`config.mk`:
```
export PLATFORM = sky130hd
export DESIGN_NAME = dma_grp_arbiter
export DESIGN_NICKNAME = d
export VERILOG_FILES = /design/src/rtl/dma_arb_pkg.sv /design/src/rtl/dma_arb_pick.sv /design/src/rtl/dma_arb_ctrl.sv /design/src/rtl/dma_arb_datapath.sv /design/src/rtl/dma_grp_arbiter.sv
export SDC_FILE = /design/constraint.sdc
export NUM_CORES = 2
export LEC_CHECK = 0
export ABC_AREA = 1
export ABC_CLOCK_PERIOD_IN_PS = 5700
export CORE_UTILIZATION = 35
export CTS_CLUSTER_DIAMETER = 80
export DETAILED_ROUTE_END_ITERATION = 7
export GPL_TIMING_DRIVEN = 0
export PLACE_DENSITY = 0.5
export REMOVE_ABC_BUFFERS = 1
export SLEW_MARGIN = 25
export SYNTH_ARGS = -nofsm -noshare
export SYNTH_HDL_FRONTEND = slang
export SYNTH_SLANG_ARGS = --single-unit
```
`constraint.sdc`:
```
create_clock -name clk -period 5.7 [get_ports clk]
set_input_delay 0.57 -clock clk [delete_from_list [all_inputs] [get_ports clk]]
set_output_delay 0.57 -clock clk [all_outputs]
set_load 0.01 [all_outputs]
```
`src/rtl/dma_arb_pkg.sv`:
```
package dma_arb_pkg;
  // strobes from control to datapath, one decision per cycle
  typedef struct packed {
    logic issue;   // register a grant and advance the pointers
    logic cfgErr;  // report a configuration error, no grant
  } arbStrobe_t;
endpackage

```
`src/rtl/dma_arb_pick.sv`:
```
// One arbitration stage over N candidates: fixed priority or descending rotation.
module dma_arb_pick #(
  parameter int N      = 16,
  parameter int PRIO_W = 4,
  localparam int IDX_W = $clog2(N)
) (
  input  logic [N-1:0]        reqIn,
  input  logic [N*PRIO_W-1:0] prioIn,
  input  logic [IDX_W-1:0]    startPtr,
  input  logic                rrMode,
  output logic                hit,
  output logic [IDX_W-1:0]    idx
);
  logic [PRIO_W-1:0] best;
  int p;

  always_comb begin
    hit  = 1'b0;
    idx  = '0;
    best = '0;
    p    = 0;
    if (rrMode) begin
      for (int k = 0; k < N; k++) begin
        p = int'(startPtr) - k;
        if (p < 0) p = p + N;
        if (!hit && reqIn[p]) begin
          hit = 1'b1;
          idx = IDX_W'(p);
        end
      end
    end else begin
      for (int i = 0; i < N; i++) begin
        if (reqIn[i] && (!hit || prioIn[i*PRIO_W +: PRIO_W] > best)) begin
          hit  = 1'b1;
          idx  = IDX_W'(i);
          best = prioIn[i*PRIO_W +: PRIO_W];
        end
      end
    end
  end
endmodule

```
`src/rtl/dma_arb_ctrl.sv`:
```
// Decides per cycle between grant, configuration error and idle.
module dma_arb_ctrl
  import dma_arb_pkg::*;
#(
  parameter int NUM_GROUPS   = 4,
  parameter int CH_PER_GROUP = 16,
  parameter int CPRI_W       = 4,
  parameter int GPRI_W       = 2,
  localparam int NUM_CH      = NUM_GROUPS * CH_PER_GROUP
) (
  input  logic [NUM_CH-1:0]            reqVec,
  input  logic [NUM_CH*CPRI_W-1:0]     chanPrio,
  input  logic [NUM_GROUPS*GPRI_W-1:0] grpPrio,
  input  logic                         chanRrMode,
  input  logic                         grpRrMode,
  output arbStrobe_t                   strobe
);
  logic chDup, grDup, anyReq, errNow;

  always_comb begin
    chDup = 1'b0;
    for (int g = 0; g < NUM_GROUPS; g++)
      for (int i = 0; i < CH_PER_GROUP; i++)
        for (int j = i + 1; j < CH_PER_GROUP; j++)
          if (chanPrio[(g*CH_PER_GROUP+i)*CPRI_W +: CPRI_W] ==
              chanPrio[(g*CH_PER_GROUP+j)*CPRI_W +: CPRI_W])
            chDup = 1'b1;
  end

  always_comb begin
    grDup = 1'b0;
    for (int i = 0; i < NUM_GROUPS; i++)
      for (int j = i + 1; j < NUM_GROUPS; j++)
        if (grpPrio[i*GPRI_W +: GPRI_W] == grpPrio[j*GPRI_W +: GPRI_W])
          grDup = 1'b1;
  end

  assign anyReq = |reqVec;
  assign errNow = (!chanRrMode && chDup) || (!grpRrMode && grDup);

  always_comb begin
    strobe.issue  = anyReq && !errNow;
    strobe.cfgErr = anyReq && errNow;
  end
endmodule

```
`src/rtl/dma_arb_datapath.sv`:
```
// Two picking stages, rotation pointers and the registered grant.
module dma_arb_datapath
  import dma_arb_pkg::*;
#(
  parameter int NUM_GROUPS   = 4,
  parameter int CH_PER_GROUP = 16,
  parameter int CPRI_W       = 4,
  parameter int GPRI_W       = 2,
  localparam int NUM_CH      = NUM_GROUPS * CH_PER_GROUP,
  localparam int CIDX_W      = $clog2(CH_PER_GROUP),
  localparam int GIDX_W      = $clog2(NUM_GROUPS),
  localparam int CH_W        = CIDX_W + GIDX_W
) (
  input  logic                         clk,
  input  logic                         rstN,
  input  logic [NUM_CH-1:0]            reqVec,
  input  logic [NUM_CH*CPRI_W-1:0]     chanPrio,
  input  logic [NUM_GROUPS*GPRI_W-1:0] grpPrio,
  input  logic                         chanRrMode,
  input  logic                         grpRrMode,
  input  arbStrobe_t                   strobe,
  output logic [CH_W-1:0]              grantCh,
  output logic                         grantValid,
  output logic                         cfgError
);
  logic [CIDX_W-1:0] chPtrQ [NUM_GROUPS];
  logic [GIDX_W-1:0] grpPtrQ;
  logic [NUM_GROUPS-1:0] grpHit;
  logic [CIDX_W-1:0] grpIdx [NUM_GROUPS];
  logic [GIDX_W-1:0] winGrp;
  logic [CIDX_W-1:0] winIdx;
  logic              winHit;

  for (genvar g = 0; g < NUM_GROUPS; g++) begin : g_chan
    dma_arb_pick #(.N(CH_PER_GROUP), .PRIO_W(CPRI_W)) u_pick (
      .reqIn   (reqVec[g*CH_PER_GROUP +: CH_PER_GROUP]),
      .prioIn  (chanPrio[g*CH_PER_GROUP*CPRI_W +: CH_PER_GROUP*CPRI_W]),
      .startPtr(chPtrQ[g]),
      .rrMode  (chanRrMode),
      .hit     (grpHit[g]),
      .idx     (grpIdx[g])
    );
  end

  dma_arb_pick #(.N(NUM_GROUPS), .PRIO_W(GPRI_W)) u_grpPick (
    .reqIn   (grpHit),
    .prioIn  (grpPrio),
    .startPtr(grpPtrQ),
    .rrMode  (grpRrMode),
    .hit     (winHit),
    .idx     (winGrp)
  );

  assign winIdx = grpIdx[winGrp];

  always_ff @(posedge clk or negedge rstN) begin
    if (!rstN) begin
      grantValid <= 1'b0;
      cfgError   <= 1'b0;
      grantCh    <= '0;
      grpPtrQ    <= GIDX_W'(NUM_GROUPS - 1);
      for (int g = 0; g < NUM_GROUPS; g++) chPtrQ[g] <= CIDX_W'(CH_PER_GROUP - 1);
    end else begin
      grantValid <= strobe.issue;
      cfgError   <= strobe.cfgErr;
      if (strobe.issue) begin
        grantCh <= {winGrp, winIdx};
        grpPtrQ <= (winGrp == '0) ? GIDX_W'(NUM_GROUPS - 1) : winGrp - GIDX_W'(1);
        chPtrQ[winGrp] <= (winIdx == '0) ? CIDX_W'(CH_PER_GROUP - 1) : winIdx - CIDX_W'(1);
      end
    end
  end

  // control may only issue when the picking stages found a candidate
  p_issue_hit_r2: assert property (@(posedge clk) disable iff (!rstN)
    strobe.issue |-> winHit);

  p_idle_r1: assert property (@(posedge clk) disable iff (!rstN)
    !(|reqVec) |=> (!grantValid && !cfgError));

  p_err_excl_r9: assert property (@(posedge clk) disable iff (!rstN)
    cfgError |-> !grantValid);

  p_grp_ptr_r7: assert property (@(posedge clk) disable iff (!rstN)
    grantValid |-> grpPtrQ == ((grantCh[CH_W-1:CIDX_W] == '0) ? GIDX_W'(NUM_GROUPS - 1)
                                : grantCh[CH_W-1:CIDX_W] - GIDX_W'(1)));

  p_ch_ptr_r7: assert property (@(posedge clk) disable iff (!rstN)
    grantValid |-> chPtrQ[grantCh[CH_W-1:CIDX_W]] ==
      ((grantCh[CIDX_W-1:0] == '0) ? CIDX_W'(CH_PER_GROUP - 1) : grantCh[CIDX_W-1:0] - CIDX_W'(1)));

  p_hold_ptr_r11: assert property (@(posedge clk) disable iff (!rstN)
    !grantValid |-> $stable(grpPtrQ));
endmodule

```
`src/rtl/dma_grp_arbiter.sv`:
```
module dma_grp_arbiter
  import dma_arb_pkg::*;
#(
  parameter int NUM_GROUPS   = 4,
  parameter int CH_PER_GROUP = 16,
  parameter int CPRI_W       = 4,
  parameter int GPRI_W       = 2,
  localparam int NUM_CH      = NUM_GROUPS * CH_PER_GROUP,
  localparam int CH_W        = $clog2(NUM_CH)
) (
  input  logic                         clk,
  input  logic                         rstN,
  input  logic [NUM_CH-1:0]            reqVec,
  input  logic [NUM_CH*CPRI_W-1:0]     chanPrio,
  input  logic [NUM_GROUPS*GPRI_W-1:0] grpPrio,
  input  logic                         chanRrMode,
  input  logic                         grpRrMode,
  output logic [CH_W-1:0]              grantCh,
  output logic                         grantValid,
  output logic                         cfgError
);
  arbStrobe_t strobe;

  dma_arb_ctrl #(.NUM_GROUPS(NUM_GROUPS), .CH_PER_GROUP(CH_PER_GROUP),
                 .CPRI_W(CPRI_W), .GPRI_W(GPRI_W)) u_ctrl (
    .reqVec(reqVec), .chanPrio(chanPrio), .grpPrio(grpPrio),
    .chanRrMode(chanRrMode), .grpRrMode(grpRrMode), .strobe(strobe)
  );

  dma_arb_datapath #(.NUM_GROUPS(NUM_GROUPS), .CH_PER_GROUP(CH_PER_GROUP),
                     .CPRI_W(CPRI_W), .GPRI_W(GPRI_W)) u_dp (
    .clk(clk), .rstN(rstN), .reqVec(reqVec), .chanPrio(chanPrio), .grpPrio(grpPrio),
    .chanRrMode(chanRrMode), .grpRrMode(grpRrMode), .strobe(strobe),
    .grantCh(grantCh), .grantValid(grantValid), .cfgError(cfgError)
  );
endmodule

```
**Word level (Yosys, flattened, before mapping)**

Cells that the tools add are included.

- Bitwise operators: 1
- Equality and inequality tests: 486
- $mul: 0
- Divide/modulo/power cells: 0
- Order comparisons: 201
- Multiplexer cells: 1360
- Reductions and logical operators: 327
- Add/subtract/negate cells: 133
- Shift-type cells: 0

Operator list:

| cell | number |
|---|---|
| 32-bit two-way mux | 131 |
| 32-bit by 6-bit less-than comparator with 1-bit output, second input constant | 64 |
| 4-bit equality test | 480 |
| 4-bit two-way mux | 249 |
| 1-bit two-way mux | 891 |
| 5-bit by 6-bit adder with 7-bit output, second input constant | 60 |
| 5-bit by 1-bit less-than comparator with 1-bit output, second input constant | 60 |
| 1-bit binary-select mux with 4-bit select | 64 |
| 4-bit greater-than comparator | 60 |
| 4-bit by 4-bit subtractor with 5-bit output, second input constant | 32 |
| 1-bit logical AND | 131 |
| 1-bit logical NOT | 129 |
| 32-bit by 4-bit less-than comparator with 1-bit output, second input constant | 4 |
| 4-bit by 3-bit subtractor with 5-bit output, second input constant | 16 |
| 1-bit logical OR | 64 |
| 64-bit OR reduction | 1 |
| 4-bit by 2-bit subtractor with 5-bit output, second input constant | 8 |
| 2-bit two-way mux | 14 |
| 4-bit by 5-bit adder with 6-bit output, second input constant | 4 |
| 6-bit two-way mux | 4 |
| 4-bit by 1-bit subtractor with 5-bit output, second input constant | 4 |
| 16-bit bitwise mux | 1 |
| 4-bit by 1-bit less-than comparator with 1-bit output, second input constant | 4 |
| 3-bit by 4-bit adder with 5-bit output, second input constant | 3 |
| 16 further kinds | 30 |

- RAM bits: 0
- Memory bits (read-only): 0
- Register bits after elaboration: 26
- Memories kept: 0
- Output and inout port bits: 8
- Bits in latches: 0
- Bits of input ports: 332
- Word-level logic and storage cells: 2516

**Depth between registers and ports, before layout**

- Depth in word-level cells: 485
- Gate-level depth with buffers: 172
- Gate-level depth less buffers: 170

**Cells and area by module**

From an unflattened synthesis, not the netlist that was laid out.

- Cell total of the unflattened synthesis: 9439
- Area, all modules: 51266.7 µm²

Modules (own cells, without submodules):

| module | cells each | area an instance (µm²) | sequential area each (µm²) | times used |
|---|---|---|---|---|
| dma_arb_ctrl | 5994 | 32613.8 | 0.0 | 1 |
| dma_arb_pick at u_dp.g_chan[0].u_pick ... | 802 | 4187.8 | 0.0 | 3 |
| dma_arb_pick at u_dp.g_chan[3].u_pick | 788 | 4225.3 | 0.0 | 1 |
| dma_arb_datapath | 139 | 1281.2 | 673.1 | 1 |
| dma_arb_pick at u_dp.u_grpPick | 112 | 583.1 | 0.0 | 1 |

**Least setup slack after synthesis**

OpenSTA, ideal clock, no wires.

- Kind: input to register
- Start point: in chanPrio[129]
- End point: reg u_dp.chPtrQ[12] in the netlist's numbering
- Setup time: 0.089 ns
- Path buffers: 3
- Cell stages on the path: 159
- Data required time: 5.611 ns
- Arrival: 18.282 ns
- Slack: -12.671 ns
- Path through: clkbuf_1 > nand2_1 > ha_1 > a21oi_1 > o21ai_0 > o21ai_0 > nand2_1 > nand2_1 > o21ai_0 > ha_1 > a21oi_1 > o21ai_0 > o21a_1 > o21ai_1 > o21ai_0 > ha_1 > nand2_1 > o21bai_1 > [... 123 more ...] > nand2_1 > o21ai_0 > nand2_1 > nand2_1 > nand2_1 > a21oi_1 > or2_2 > nand3_1 > nand3_1 > nand2_2 > inv_1 > ha_1 > nand3_1 > inv_1 > nand2_1 > nand2_1 > nand2_1 > o21ai_0

- Word-level cells in the longest chain between the ends: 245
- Elaborated cells between the ends (all ways): 447
- Classes of those cells: add/sub: 1; order compare: 18; eq/ne: 15; mux: 352; bitwise: 1; reduce/logical: 60

Ends and longest elaborated chain:

| what | RTL line | text |
|---|---|---|
| start: declaration | dma_grp_arbiter.sv:14 | `input logic [NUM_CH*CPRI_W-1:0] chanPrio,` |
| 4-bit equality test | dma_arb_ctrl.sv:25 | `if (chanPrio[(g*CH_PER_GROUP+i)*CPRI_W +: CPRI_W] ==` |
| 1-bit two-way mux (240 in series) | dma_arb_ctrl.sv:25 |  |
| 1-bit logical AND | dma_arb_ctrl.sv:39 | `assign errNow = (!chanRrMode && chDup) \|\| (!grpRrMode && grDup);` |
| 1-bit logical OR | dma_arb_ctrl.sv:39 |  |
| 1-bit logical NOT | dma_arb_ctrl.sv:42 | `strobe.issue = anyReq && !errNow;` |
| 1-bit logical AND | dma_arb_ctrl.sv:42 |  |
| end signal: indexed assignment | dma_arb_datapath.sv:69 | `chPtrQ[winGrp] <= (winIdx == '0) ? CIDX_W'(CH_PER_GROUP - 1) : winIdx - CIDX_W'(1);` |
| end: declaration | dma_arb_datapath.sv:26 | `logic [CIDX_W-1:0] chPtrQ [NUM_GROUPS];` |

Several ways; a longest one is shown, not always the timed one. The select of a mux whose other input is x is not followed.
A chain may end at the register's enable or synchronous reset.

**Worst setup path after layout**

- Start point: in reqVec[16]
- End point: reg u_dp.chPtrQ[8] in the netlist's numbering

- Word-level cells in the longest chain between the ends: 101
- Elaborated cells between the ends (all ways): 327
- Classes of those cells: add/sub: 1; order compare: 19; mux: 214; bitwise: 1; reduce/logical: 92

Ends and longest elaborated chain:

| what | RTL line | text |
|---|---|---|
| start: declaration | dma_grp_arbiter.sv:13 | `input logic [NUM_CH-1:0] reqVec,` |
| 4-bit two-way mux or 1-bit two-way mux (tied branches) | dma_arb_pick.sv:33 | `if (reqIn[i] && (!hit \|\| prioIn[i*PRIO_W +: PRIO_W] > best)) begin` |
| 4-bit two-way mux or 1-bit two-way mux (tied branches) | dma_arb_pick.sv:22 | `if (rrMode) begin` |
| 4-bit greater-than comparator or 1-bit logical NOT (tied branches) | dma_arb_pick.sv:33 |  |
| 1-bit logical OR | dma_arb_pick.sv:33 |  |
| 1-bit logical AND | dma_arb_pick.sv:33 |  |
| 4-bit two-way mux or 1-bit two-way mux (tied branches) | dma_arb_pick.sv:33 |  |
| 4-bit two-way mux or 1-bit two-way mux (tied branches) | dma_arb_pick.sv:22 |  |
| 4-bit greater-than comparator or 1-bit logical NOT (tied branches) | dma_arb_pick.sv:33 |  |
| [... 84 more ...] | n/a |  |
| 2-bit two-way mux | dma_arb_pick.sv:26 | `if (!hit && reqIn[p]) begin` |
| 2-bit two-way mux | dma_arb_pick.sv:22 |  |
| 2-bit inverter with 3-bit output | dma_arb_datapath.sv:54, dma_arb_datapath.sv:69 |  |
| 4-bit binary-select mux with 2-bit select | dma_arb_datapath.sv:54 | `assign winIdx = grpIdx[winGrp];` |
| 4-bit two-way mux (implied by the code) (2 in series) | dma_arb_datapath.sv:54 |  |
| 4-bit by 1-bit subtractor with 4-bit output or 4-bit logical NOT (tied branches) | dma_arb_datapath.sv:69 |  |
| 4-bit two-way mux | dma_arb_datapath.sv:69 |  |
| 16-bit bitwise mux | dma_arb_datapath.sv:69 |  |

Several ways; a longest one is shown, not always the timed one. The select of a mux whose other input is x is not followed.

==> key figures <==
Timing
  – Worst-margin pin slew: roughly 1300 ps
  – Setup ws final: -12820 ps
  – Final Critical Period: roughly 19000 ps
  – Final worst-path cycle share: 325.0%
  – RSZ-0062 raised after global routing: yes
  – Final hold violations: 0
  – Worst Clk Skew: about 11 ps
  – Final setup fails: 20
  – Worst rel slew slack: 9.848%
  – Pins Over Slew Limit: 0
  – Peak Freq: 53.99 MHz

CTS
  – Worst-case clock buffer depth: 2
  – Clk_lat worst skew: around 270 ps
  – H-tree depth: 1
  – TritonCTS buffer count: 3
  – Worst-path clk slew: ~80 ps
  – Root Buffer: clkbuf_16
  – TritonCTS clock tree: built
  – # hold bufs at CTS: 0
  – Clock sink total: 26

Flow run
  – Max Cap Viol: 0

Die
  – Die Span Y: 351.6 um
  – Core Area: 120600 sq um
  – DIE WIDTH: 351.6 um
  – Initial core utilization: 35.47%
  – Core Rows: approximately 130
  – # IOs: 340
  – Die area: around 120000 sq um

Route
  – Vias/cell: between 5 and 6
  – Drt wl/cell: 23.83 um
  – Routed wire length: 197.7 mm
  – Detailed-route via count: approximately 47000
  – Initial DRC count: a little under 4000
  – Pre-antenna DRT Iters: 6
  – DRT antenna net count: 0
  – # DRC: 0

Global routing
  – First-pass GRT wire length: 284.3 mm
  – Met2 usage: between 40% and 50%
  – Largest net degree at the start of global routing: 27
  – GRT Overall Usage: 30.17%
  – Grt ovf: 0
  – GRT busiest layer: met2
  – Initial antenna violation count: 17
  – Vias in the first global route: 43480
  – Met1 usage: between 30% and 40%
  – Met3 GRT Util: between 3 and 4%

Synthesis
  – Top_reg_cell synth: dfstp_2
  – Cell taking the most area after synthesis: xnor2_1
  – Post-synth top area share: 21.29%
  – Register area share after synthesis: 1.573%
  – Synth Area per Inst: 6.407 sq um
  – Post-Synthesis Cell Area: between 40000 and 50000 sq um
  – Synth warn: 0
  – Synth cell types: 63
  – #FFs+latches synth: 26
  – Async SR Flop Fraction: between 90% and 100%
  – Post-synth EDFFs: 0
  – Syn Inst Count: 6678
  – Area contributors post-synth: xnor2_1, xor2_1, nand2_1

Cells and area
  – Area grow syn2layout: 16.65%
  – Layout cell share with drive strength beyond 1: approximately 19%
  – Post-layout nets: about 7300
  – Fin util: between 40 and 50%

Power and ir drop
  – Max IR drop VDD: between 500 and 600 uV
  – Sequential power share: under 10%
  – Clock share of power: less than 1%
  – Logic gate share of total power: 96.9%
  – Leakage: about 22 nW
  – Pwr dens: roughly 640 nW/um^2
  – Internal power: about 0.013 W
  – Switch Pwr: approximately 0.019 W
  – Switching Fraction: between 50% and 60%

Critical path
  – Critical path endpoint category: register
  – Critical path required time: a little under 6000 ps
  – Kind of critical path: in -> reg
  – Critical path's slowest cell: ha_1
  – CP Launch Type: primary input
  – Crit path arrival time: between 15000 and 20000 ps
  – CP max FO: 8
  – CP dominant cell by count: nand2_1
  – Crit path max-delay family: simple AND/OR/NAND/NOR gates
  – Crit path buffers/inverters: 20
  – CP peak stage delay: around 320 ps

Outcome
  – Status: finished with violations
  – Failing checks: negative setup slack

Place
  – Detailed placement HPWL: around 130 mm
  – IO buf count: between 300 and 400
  – GPL Wtd Cong: approximately 0.9
  – Pre-CTS WS: -17700 ps

Hold path
  – Worst min-delay path class: in -> async
[Yosys cell counts (4+ instances only)]
cell / instances
nand4_4: 4
inv_2: 19
nor3_1: 33
nand2_1: 1296
or4_1: 5
nor2_8: 6
buf_1: 5
a22oi_1: 4
o41ai_1: 102
clkbuf_1: 84
nor2_4: 12
inv_1: 406
dfstp_2: 18
nand4_1: 342
buf_6: 5
xor2_1: 884
nor4_1: 150
a31oi_1: 7
and2_1: 53
o21bai_1: 46
xnor2_1: 1040
ha_1: 279
nor2_1: 268
nand4_2: 8
nand3_2: 10
buf_2: 466
o21a_1: 12
nor2_2: 18
dfrtp_1: 8
buf_4: 11
o21ai_2: 5
o21ai_0: 191
nand3_1: 555
a21oi_1: 115
or2_2: 91
o31ai_1: 7
o211ai_1: 9
nand2_2: 26
nand3b_1: 6
o21ai_1: 25
a21boi_0: 7
[worst paths after layout]
kind | start | depth (start not counted) | slack (ps) | end
min in group clk | u_dp.grpPtrQ[1]$_DFFE_PN1P_ | 2 | 540 | u_dp.grpPtrQ[1]$_DFFE_PN1P_
setup / recovery | reqVec[16] | 161 | -12820 | u_dp.chPtrQ[8]$_DFFE_PN1P_
setup reg to reg | u_dp.chPtrQ[0]$_DFFE_PN1P_ | 28 | -120 | u_dp.chPtrQ[10]$_DFFE_PN1P_
max in group asynchronous | rstN | 1 | 4990 | u_dp.grantCh[4]$_DFFE_PN0P_
hold reg to reg | u_dp.grpPtrQ[1]$_DFFE_PN1P_ | 2 | 540 | u_dp.grpPtrQ[1]$_DFFE_PN1P_
hold / removal | rstN | 1 | 310 | u_dp.grantCh[2]$_DFFE_PN0P_
[power groups by stage]
stage,clock network (W),registers (W),logic [W]
3_5_place_dp,0,0.000748,0.0232
5_1_grt,0.000223,0.000775,0.0343
3_3_place_gp,0,0.000751,0.0231
2_1_floorplan,0,0.000552,0.0169
6_report,0.000214,0.000763,0.0309
4_1_cts,0.000215,0.000747,0.0257
[final cells by class]
class | instances | area (sq um)
fillers | 12680 | 70700
multi-input cells | 5669 | 40990
repair buffers | 543 | 4449
well taps | 1612 | 2017
inverters | 427 | 1640
flip-flops and latches | 26 | 673.1
clock buffers | 3 | 75.07
diodes | 14 | 35.03
clock inverters | 1 | 30.03
[registers in the layout, summed over array words and instances (netlist names)]
register,count
u_dp.grantValid,1
u_dp.cfgError,1
u_dp.grpPtrQ,2
u_dp.chPtrQ,16
u_dp.grantCh,6
[per-stage QoR]
step | hold slack (ps) | area (sq um) | TNS, ps | cells | power [W]
after global routing | 348.6 | 49900 | -278200 | 8292 | 0.03532
after global placement | 521.4 | 45390 | -352060 | 8058 | 0.02384
after floorplan | 274.4 | 39980 | -239560 | 6107 | 0.01748
after CTS | 337.4 | 46410 | -254540 | 8164 | 0.02666
after detailed placement | 526.3 | 44390 | -351150 | 8065 | 0.02398
final | 306.7 | 49910 | -253590 | 8295 | 0.03192
[cell families (layout without fill, tap and decap cells)]
kind of cell / count (synthesis) / count (layout) / synth area share, %
and+or+nand+nor: 2900 / 2915 / 32.37
adders and majority gates: 279 / 279 / 8.159
DFF: 26 / 26 / 1.573
AOI/OAI and AO/OA: 547 / 547 / 8.001
buffers and inverters: 998 / 974 / 10.30
other: 0 / 14 / 0
xor gates and xnor gates: 1928 / 1928 / 39.59
[what timing repair did]
| action | CTS | global route |
|---|---|---|
| buffers inserted | 85 | 112 |
| gates resized for setup | 546 | 612 |
| gates cloned | 10 | 5 |
| hold endpoints to repair | 0 | 0 |
| pin swaps | 73 | 284 |
| endpoints found under the setup margin | 24 | 24 |
[metal layers]
layer	wire length (um)	share of wire, %	vias to the layer above
met5	31	0.016	-
met1	83730	42	22450
met4	10390	5.3	4
li1	-	-	21900
met3	15020	7.6	479
met2	88510	45	1995
[cell usage in the layout (no fill, tap or decap), drive strengths merged, types with 53 or more instances in the layout]
cell,Yosys,final
a21oi,115,115
and2,53,53
buf,487,458
clkdlybuf4s50,0,76
ha,279,279
inv,425,425
nand2,1324,1339
nand3,566,566
nand4,354,354
nor2,304,304
nor4,150,150
o21ai,222,222
o41ai,102,102
or2,93,93
xnor2,1042,1042
xor2,886,886
Note: power is estimated with default switching activity, not from simulation.
